### src/rtl/xflow_pkg.sv
package xflow_pkg;

    typedef enum logic [1:0] {
        FL_NORMAL    = 2'b00,
        FL_HALT_PEND = 2'b01,
        FL_REENABLED = 2'b10,
        FL_DISABLED  = 2'b11
    } flow_st_e;

    typedef enum logic [1:0] {
        CH_DATA = 2'b00,
        CH_WAIT = 2'b01,
        CH_XOFF = 2'b10,
        CH_XON  = 2'b11
    } char_st_e;

    typedef enum logic [1:0] {
        SEL_IDLE = 2'b00,
        SEL_DATA = 2'b01,
        SEL_XOFF = 2'b10,
        SEL_XON  = 2'b11
    } tx_sel_e;

endpackage

### src/rtl/xflow_rx_match.sv
module xflow_rx_match #(
    parameter int unsigned CHAR_W   = 8,
    parameter logic [CHAR_W-1:0] XON_RST  = 8'h11,
    parameter logic [CHAR_W-1:0] XOFF_RST = 8'h13
) (
    input  logic              clk,
    input  logic              rst_n,
    input  logic [CHAR_W-1:0] host_wdata,
    input  logic              xon_wr,
    input  logic              xoff_wr,
    input  logic              rx_valid,
    input  logic [CHAR_W-1:0] rx_data,
    input  logic              status_rd,
    output logic              xon_hit,
    output logic              xoff_hit,
    output logic [1:0]        seen
);

    logic [CHAR_W-1:0] xon_q, xoff_q;
    logic [1:0]        seen_q, seen_d;

    // comparison characters
    always_ff @(posedge clk or negedge rst_n) begin
        if (!rst_n) begin
            xon_q  <= XON_RST;
            xoff_q <= XOFF_RST;
        end else begin
            if (xon_wr)  xon_q  <= host_wdata;
            if (xoff_wr) xoff_q <= host_wdata;
        end
    end

    always_comb begin
        xon_hit  = rx_valid && (rx_data == xon_q);
        xoff_hit = rx_valid && (rx_data == xoff_q);
        seen_d   = (status_rd ? 2'b00 : seen_q) | {xon_hit, xoff_hit};
    end

    always_ff @(posedge clk or negedge rst_n) begin
        if (!rst_n) seen_q <= 2'b00;
        else        seen_q <= seen_d;
    end

    assign seen = seen_q;

    AST_SEEN_XOFF_STICKY: assert property (@(posedge clk) disable iff (!rst_n)
        (!status_rd && seen_q[0]) |=> seen_q[0]);
    AST_SEEN_XON_STICKY: assert property (@(posedge clk) disable iff (!rst_n)
        (!status_rd && seen_q[1]) |=> seen_q[1]);
    AST_XOFF_EVENT_KEPT: assert property (@(posedge clk) disable iff (!rst_n)
        xoff_hit |=> seen_q[0]);
    AST_XON_EVENT_KEPT: assert property (@(posedge clk) disable iff (!rst_n)
        xon_hit |=> seen_q[1]);

endmodule

### src/rtl/xflow_flow_fsm.sv
module xflow_flow_fsm
    import xflow_pkg::*;
(
    input  logic     clk,
    input  logic     rst_n,
    input  logic     auto_tx_en,
    input  logic     xon_hit,
    input  logic     xoff_hit,
    input  logic     char_done,
    input  logic     txf_empty,
    input  logic     status_rd,
    output flow_st_e flow_st
);

    flow_st_e state_q, state_d;

    always_ff @(posedge clk or negedge rst_n) begin
        if (!rst_n) state_q <= FL_NORMAL;
        else        state_q <= state_d;
    end

    always_comb begin
        state_d = state_q;
        if (!auto_tx_en) begin
            state_d = FL_NORMAL;
        end else begin
            unique case (state_q)
                FL_NORMAL: begin
                    if (xoff_hit) state_d = FL_HALT_PEND;
                end
                FL_HALT_PEND: begin
                    if (xoff_hit)                    state_d = FL_HALT_PEND;
                    else if (xon_hit)                state_d = FL_REENABLED;
                    else if (char_done || txf_empty) state_d = FL_DISABLED;
                end
                FL_DISABLED: begin
                    if (!xoff_hit && xon_hit) state_d = FL_REENABLED;
                end
                FL_REENABLED: begin
                    if (xoff_hit)       state_d = FL_HALT_PEND;
                    else if (status_rd) state_d = FL_NORMAL;
                end
            endcase
        end
    end

    assign flow_st = state_q;

    AST_DISABLED_VIA_HALT: assert property (@(posedge clk) disable iff (!rst_n)
        (state_q == FL_DISABLED && $past(state_q) != FL_DISABLED)
            |-> $past(state_q) == FL_HALT_PEND);
    AST_REENABLE_NEEDS_XON: assert property (@(posedge clk) disable iff (!rst_n)
        (state_q == FL_REENABLED && $past(state_q) != FL_REENABLED)
            |-> $past(xon_hit));

endmodule

### src/rtl/xflow_char_fsm.sv
module xflow_char_fsm
    import xflow_pkg::*;
#(
    parameter int unsigned BIT_CYCLES = 16
) (
    input  logic       clk,
    input  logic       rst_n,
    input  logic       xon_req,
    input  logic       xoff_req,
    input  logic       char_done,
    input  logic       txf_empty,
    input  logic       data_ok,
    input  logic       auto_rx_en,
    output char_st_e   char_st,
    output tx_sel_e    tx_sel,
    output logic [1:0] auto_st
);

    localparam int unsigned CNT_W = $clog2(BIT_CYCLES + 1);
    localparam logic [CNT_W-1:0] CNT_LOAD = CNT_W'(BIT_CYCLES - 1);

    char_st_e         state_q, state_d;
    logic [CNT_W-1:0] cnt_q, cnt_d;
    logic [1:0]       auto_q, auto_d;
    logic             sent_flow;

    always_ff @(posedge clk or negedge rst_n) begin
        if (!rst_n) begin
            state_q <= CH_DATA;
            cnt_q   <= '0;
            auto_q  <= 2'b00;
        end else begin
            state_q <= state_d;
            cnt_q   <= cnt_d;
            auto_q  <= auto_d;
        end
    end

    always_comb begin
        sent_flow = char_done && (state_q == CH_XOFF || state_q == CH_XON);
        state_d   = state_q;
        cnt_d     = cnt_q;
        if (xoff_req) begin
            state_d = CH_XOFF;
        end else if (xon_req) begin
            state_d = CH_XON;
        end else begin
            unique case (state_q)
                CH_XOFF, CH_XON: begin
                    if (char_done) begin
                        state_d = CH_WAIT;
                        cnt_d   = CNT_LOAD;
                    end
                end
                CH_WAIT: begin
                    if (cnt_q != '0)     cnt_d   = cnt_q - 1'b1;
                    else if (!txf_empty) state_d = CH_DATA;
                end
                CH_DATA: begin
                    state_d = CH_DATA;
                end
            endcase
        end

        if (!auto_rx_en)    auto_d = 2'b00;
        else if (sent_flow) auto_d = (state_q == CH_XON) ? 2'b01 : 2'b10;
        else                auto_d = auto_q;
    end

    // output process
    always_comb begin
        unique case (state_q)
            CH_XOFF: tx_sel = SEL_XOFF;
            CH_XON:  tx_sel = SEL_XON;
            CH_WAIT: tx_sel = SEL_IDLE;
            CH_DATA: tx_sel = (data_ok && !txf_empty) ? SEL_DATA : SEL_IDLE;
        endcase
    end

    assign char_st = state_q;
    assign auto_st = auto_q;

    AST_WAIT_AFTER_SEND: assert property (@(posedge clk) disable iff (!rst_n)
        (sent_flow && !xoff_req && !xon_req) |=> state_q == CH_WAIT);
    AST_WAIT_HOLDS: assert property (@(posedge clk) disable iff (!rst_n)
        (state_q == CH_WAIT && cnt_q != '0 && !xoff_req && !xon_req)
            |=> state_q == CH_WAIT);
    AST_AUTO_NEVER_BOTH: assert property (@(posedge clk) disable iff (!rst_n)
        auto_q != 2'b11);
    AST_AUTO_OFF_CLEARS: assert property (@(posedge clk) disable iff (!rst_n)
        !auto_rx_en |=> auto_q == 2'b00);

endmodule

### src/rtl/xflow_ctrl.sv
module xflow_ctrl
    import xflow_pkg::*;
#(
    parameter int unsigned CHAR_W     = 8,
    parameter logic [CHAR_W-1:0] XON_RST  = 8'h11,
    parameter logic [CHAR_W-1:0] XOFF_RST = 8'h13,
    parameter int unsigned BIT_CYCLES = 16
) (
    input  logic              clk,
    input  logic              rst_n,
    input  logic [CHAR_W-1:0] host_wdata,
    input  logic              xon_wr,
    input  logic              xoff_wr,
    input  logic              auto_tx_en,
    input  logic              auto_rx_en,
    input  logic              rx_valid,
    input  logic [CHAR_W-1:0] rx_data,
    input  logic              xon_req,
    input  logic              xoff_req,
    input  logic              txf_empty,
    input  logic              char_done,
    input  logic              status_rd,
    output logic [1:0]        tx_sel,
    output logic [7:0]        status
);

    logic       xon_hit, xoff_hit, data_ok;
    logic [1:0] seen, auto_st;
    flow_st_e   flow_st;
    char_st_e   char_st;
    tx_sel_e    sel;

    xflow_rx_match #(
        .CHAR_W   (CHAR_W),
        .XON_RST  (XON_RST),
        .XOFF_RST (XOFF_RST)
    ) u_match (
        .clk        (clk),
        .rst_n      (rst_n),
        .host_wdata (host_wdata),
        .xon_wr     (xon_wr),
        .xoff_wr    (xoff_wr),
        .rx_valid   (rx_valid),
        .rx_data    (rx_data),
        .status_rd  (status_rd),
        .xon_hit    (xon_hit),
        .xoff_hit   (xoff_hit),
        .seen       (seen)
    );

    xflow_flow_fsm u_flow (
        .clk        (clk),
        .rst_n      (rst_n),
        .auto_tx_en (auto_tx_en),
        .xon_hit    (xon_hit),
        .xoff_hit   (xoff_hit),
        .char_done  (char_done),
        .txf_empty  (txf_empty),
        .status_rd  (status_rd),
        .flow_st    (flow_st)
    );

    assign data_ok = (flow_st == FL_NORMAL) || (flow_st == FL_REENABLED);

    xflow_char_fsm #(
        .BIT_CYCLES (BIT_CYCLES)
    ) u_char (
        .clk        (clk),
        .rst_n      (rst_n),
        .xon_req    (xon_req),
        .xoff_req   (xoff_req),
        .char_done  (char_done),
        .txf_empty  (txf_empty),
        .data_ok    (data_ok),
        .auto_rx_en (auto_rx_en),
        .char_st    (char_st),
        .tx_sel     (sel),
        .auto_st    (auto_st)
    );

    assign tx_sel = sel;
    assign status = {seen, auto_st, flow_st, char_st};

    AST_HALT_BLOCKS_DATA: assert property (@(posedge clk) disable iff (!rst_n)
        (flow_st == FL_HALT_PEND || flow_st == FL_DISABLED) |-> sel != SEL_DATA);
    AST_FLOW_CHAR_FIRST: assert property (@(posedge clk) disable iff (!rst_n)
        (char_st == CH_XOFF || char_st == CH_XON) |-> sel != SEL_DATA);

endmodule

### config.mk
export PLATFORM = sky130hd
export DESIGN_NAME = xflow_ctrl
export DESIGN_NICKNAME = d
export VERILOG_FILES = /design/src/rtl/xflow_pkg.sv /design/src/rtl/xflow_rx_match.sv /design/src/rtl/xflow_flow_fsm.sv /design/src/rtl/xflow_char_fsm.sv /design/src/rtl/xflow_ctrl.sv
export SDC_FILE = /design/constraint.sdc
export NUM_CORES = 1
export LEC_CHECK = 0
export BUFFER_PORTS_ARGS = -buffer_cell sky130_fd_sc_hd__buf_4
export CAP_MARGIN = 20
export CORE_MARGIN = 2
export CORE_UTILIZATION = 35
export CTS_CLUSTER_DIAMETER = 40
export DETAILED_ROUTE_END_ITERATION = 7
export PLACE_DENSITY_LB_ADDON = 0.05
export SYNTH_ARGS = -nofsm -noshare
export SYNTH_HDL_FRONTEND = slang
export SYNTH_SLANG_ARGS = --single-unit
### constraint.sdc
create_clock -name clk -period 1.5 [get_ports clk]
set_input_delay 0.375 -clock clk [delete_from_list [all_inputs] [get_ports clk]]
set_output_delay 0.375 -clock clk [all_outputs]
set_load 0.005 [all_outputs]
# Yosys cells after proc, flatten, opt, wreduce, memory -nomap -nowiden
# Cells that the tools add are included.
dict set report word_totals {
  wordCells 71
  inputBits 28
  regBits 29
  output_inout_bits 10
}
dict set report op_classes {
  n_bitwise 3
  n_reduce_logical 18
  eq_ne 18
  muxes 24
  addsub 1
}
# op n
set ops {}
lappend ops {{two-way mux 2 bit} 17}
lappend ops {{equality test 8 bit} 2}
lappend ops {{case mux 2 bit (4 select lines)} 2}
lappend ops {{inequality test 4 bit (second input constant)} 3}
lappend ops {{two-way mux 5 bit} 2}
lappend ops {{case mux 5 bit (2 select lines)} 1}
lappend ops {{equality test 2 bit (second input constant)} 4}
lappend ops {{inequality test 3 x 2 -> 1 bit (second input constant)} 2}
lappend ops {{case mux 2 bit (3 select lines)} 1}
lappend ops {{logical AND 1 bit} 5}
lappend ops {{inequality test 5 x 2 -> 1 bit (second input constant)} 1}
lappend ops {{AND reduction 5 bit} 1}
lappend ops {{nonzero test 5 bit} 1}
lappend ops {{subtractor 5 x 1 -> 5 bit (second input constant)} 1}
lappend ops {{equality test 2 x 1 -> 1 bit (second input constant)} 2}
lappend ops {{logical NOT 2 bit} 2}
lappend ops {{inequality test 2 x 1 -> 1 bit (second input constant)} 2}
lappend ops {{inequality test 4 x 3 -> 1 bit (second input constant)} 1}
lappend ops {{AND reduction 4 bit} 1}
lappend ops {{logical OR 1 bit} 3}
lappend ops {{AND reduction 3 bit} 1}
lappend ops {{logical NOT 1 bit} 2}
lappend ops {{inequality test 2 bit (second input constant)} 1}
lappend ops {{NOT 1 bit} 2}
lappend ops {{4 further kinds} 4}

# Longest topological paths before layout
dict set report depth {
  word_depth 7
  mapped_depth 7
  mapped_depth_nobuf 7
}

# Hierarchy
# Synthesis repeated with hierarchy kept, for this count alone.
dict set report unflattened {
  cells_unflattened 126
  area_unflattened_um2 1472.7
}
# module instances area_per_inst_um2 cells_per_inst seq_area_each_um2
set by_module_without_submodules {}
lappend by_module_without_submodules {xflow_rx_match 1 859.6 64 456.7}
lappend by_module_without_submodules {xflow_char_fsm 1 509.2 52 225.2}
lappend by_module_without_submodules {xflow_flow_fsm 1 100.1 9 50.0}
lappend by_module_without_submodules {xflow_ctrl 1 3.8 1 0.0}

# Least setup slack after synthesis
# Ideal clock, no wire load.
dict set report synth_timing {
  kind {register to register}
  start {register u_char.cnt_q[0]}
  end {register u_char.cnt_q[2]}
  stages_incl_launch_ff 8
  slack_ns 0.070
  arrival_time_ns 1.309
  period_less_slack_ns 1.430
  setup_time_ns 0.121
  path_buffers 0
  t_required_ns 1.379
  path_cell_list {dfrtp_1 inv_1 ha_1 nor4b_2 nor2b_2 a21oi_1 a41oi_1 o22a_1}
}
dict set report synth_between {
  elab_chain_len 3
  word_cells_on_any_way 6
  classes_between {1 x add/sub; 1 x eq/ne; 2 x mux; 2 x reduce/logical}
}
# item line
set synth_rtl {}
lappend synth_rtl {{start, declared} xflow_char_fsm.sv:23} ;# logic [CNT_W-1:0] cnt_q, cnt_d;
lappend synth_rtl {{start signal, assigned} xflow_char_fsm.sv:34} ;# cnt_q <= cnt_d;
lappend synth_rtl {{subtractor 5 x 1 -> 5 bit / nonzero test 5 bit (equally long branches)} xflow_char_fsm.sv:56} ;# if (cnt_q != '0) cnt_d = cnt_q - 1'b1;
lappend synth_rtl {{two-way mux 5 bit / inequality test 2 x 1 -> 1 bit (equally long branches)} -}
lappend synth_rtl {{case mux 5 bit (2 select lines) / AND reduction 5 bit (equally long branches)} -}
# Several ways; a longest one is shown, not always the timed one. The select of a mux whose other input is x is not followed.
# A chain may end at the register's enable or synchronous reset.

# Final worst setup path
# Ends and elaborated chain as after synthesis.

==> reports/results.ini <==
[critical_path]
path_class = reg -> reg
start_kind = register
ff2ff_setup_slack_ns = 0.03
ff2ff_path_depth = 7
cp-end-kind = register
cp_max_fo = 6
crit_arrival_ns = 1.63
cp.required_ns = 1.66

[floorplanning]
design.portCount = 38
core_area_um2 = 3971
die_area_um2 = 4629
die_w_um = 68.04
initial_core_util_pct = 36.14
rows = 23
die_h_um = 68.04

[timing]
fin_crit_sh_pct = 97.84
worst_slew_pin_slew_ns = 0.3725
finalSetupTns_ns = 0
finalHoldViolations = 0
setup_violations = 0
final.min_clock_period_ns = 1.468
maxSlewHeadroom_pct = 75.17
finalClockSkew_ns = 0.002417
whs_ns = 0.02037
grt_setup_unrepaired = yes
slew_violations = 0
max_freq_mhz = 681.4

[global_route]
grt-ovfl-total = 0
antenna_found_initial = 0
grt_pass1_vias = 1152
grt_pass1_wl_mm = 5.257
groute.usage.overall_pct = 15.63
grt_max_degree = 30

[power_and_ir_drop]
power_density_nw_per_um2 = 934.6
ir_drop_mv = 0.5292
p_leak_nw = 0.9365

[logic_synthesis]
synth.avg_cell_area_um2 = 11.30
yosysSeqAreaShare_pct = 51.00
synth_cells = 127
synth_top_family_by_area = multiplexers
yosysWarnings = 0
yosysTopAreaCell = dfrtp_1
synth_mux_area_share_pct = 13.25
synth.area.top_cells = dfrtp_1, mux2_2, dfstp_2
syn_nets = 157
synth.top_cell.area_share_pct = 41.85
synth_seq_cells = 29
synth_simple_gate_area_share_pct = 11.07
synth_xor_area_share_pct = 9.765
synth_compound_area_share_pct = 10.03
synthAdderAreaFrac_pct = 1.744
syn_area_um2 = 1435
synth_cell_types = 31

[min_path]
hp-class = in -> async

[route]
firstDrtPassIters = 4
vias_per_cell = 4.869
wire_per_inst_um = 13.46
drc = 0
antenna_left = 0
num_vias = 1154
drtIter0Drc = 85
wirelength_mm = 3.190

[place]
hpwl_mm = 2.313
gp_congestion = 0.8194
io_buffers = 37

[clock_tree]
cts_sinks = 29
cts_made_buffers = 5
clock_path_buffers = 2
clk_latency_ns = 0.27
cts_max_level = 2
cts_hold_buffers = 0
path_clk_slew_ns = 0.06
cts_root_buffer = clkbuf_8
tritoncts = yes

[outcome]
status = finished clean

[final_layout]
nFillCells = 380
areaGrowthSynthToFinish_pct = 43.42
layout-drive-gt1-share_pct = 52.41
antennaDiodeCount = 0
final_nets = 216

[flow_run]
cap_violations = 0

through the flow:
step,util (%),power [mW],cell area (um^2),instances,setup slack (ns)
2_1_floorplan,-,1.113,1435,127,0.07032
3_3_place_gp,46.03,1.279,1828,220,-0.05643
3_5_place_dp,46.03,1.291,1828,220,-0.1061
4_1_cts,48.55,1.920,1928,228,-0.007195
5_1_grt,51.83,2.047,2058,237,-0.05979
6_report,51.83,1.924,2058,237,0.03244
area by class of cell:
cell class,count,area [um^2],share of cell area [%]
multi-input cells,88,738.2,35.87
flip-flops and latches,29,734.5,35.68
repair buffers,56,420.4,20.43
clock buffers,8,80.08,3.891
well taps,50,62.56,3.040
inverters,6,22.52,1.094
placed cells by master (no fill, tap or decap), types with 2 or more instances in the layout:
cell type / count
nor3_1: 2
mux2_2: 16
o21ai_0: 4
nand2_1: 6
nor4b_4: 2
a21oi_1: 3
buf_4: 56
nor4_2: 2
xnor2_1: 2
xor2_1: 14
nand4_1: 2
dfstp_2: 5
dfrtp_2: 2
dfrtp_1: 22
clkbuf_8: 5
a32oi_1: 2
nor2_1: 9
inv_1: 4
a21oi_2: 2
nand3_1: 3
o21ai_1: 3
clkbuf_1: 3
inv_2: 2
power breakdown:
group | switching [mW] | internal, mW
clock network | 0.274 | 0.329
logic | 0.170 | 0.220
registers | 0.0631 | 0.868
total | 0.507 | 1.42
flip-flops by register name, indices dropped and copies added, names as in the netlist:
| signal | flops |
|---|---|
| u_char.char_st | 2 |
| u_match.xoff_q | 8 |
| u_char.cnt_q | 5 |
| u_flow.flow_st | 2 |
| u_match.xon_q | 8 |
| u_match.seen | 2 |
| u_char.auto_st | 2 |
repair_timing:
action / CTS / global route
resized for setup: 5 / 16
pin swaps: 0 / 8
setup buffers: 0 / 9
endpoints found under the setup margin: 7 / 8
synth_stat cells (all sizes together):
master	number
ha	2
o21ai	7
inv	6
a41oi	1
a22o	1
xor2	14
nand2	6
xnor2	2
nor3	3
a41o	1
nor2	10
nor2b	1
dfrtp	24
dfstp	5
nor4b	2
clkbuf	3
nor4	2
and2	1
nand3	4
a21boi	2
o21a	1
a22oi	1
o22a	1
a21oi	5
mux2	16
mux2i	1
buf	1
nand4	2
a32oi	2
per-layer routing:
metal,up-vias,GRT usage (%),part of all wire [%]
li1,565,-,-
met1,560,21.04,47
met2,29,23.30,46
met3,0,5.592,6.6
met4,0,5.250,0
met5,-,0,0
path summary, 6_finish.rpt:
check | start | end
setup / recovery | u_char.cnt_q[0] | u_char.cnt_q[2]
hold / removal | rst_n | u_match.xoff_q[7]
setup reg to reg | u_char.cnt_q[0] | u_char.cnt_q[2]
hold reg to reg | u_match.xon_q[2] | u_match.xon_q[2]
max in group asynchronous | rst_n | u_match.xoff_q[0]
min in group clk | xoff_req | u_char.char_st[0]
cells by family after synthesis:
group / count (synthesis)
simple gates: 31
flops: 29
compound gates: 22
xor+xnor: 16
buf+inv: 10
mux: 17
fa+ha+maj: 2
critical path, stage by stage (launching register included):
cell and delay (ns):
dfrtp_1 0.39, inv_2 0.09, ha_4 0.13, nor4b_4 0.26, nor2b_4 0.10, a21oi_2 0.15, a41oi_1 0.05, o22a_1 0.19
No activity file was read; power rests on OpenSTA's default activity.
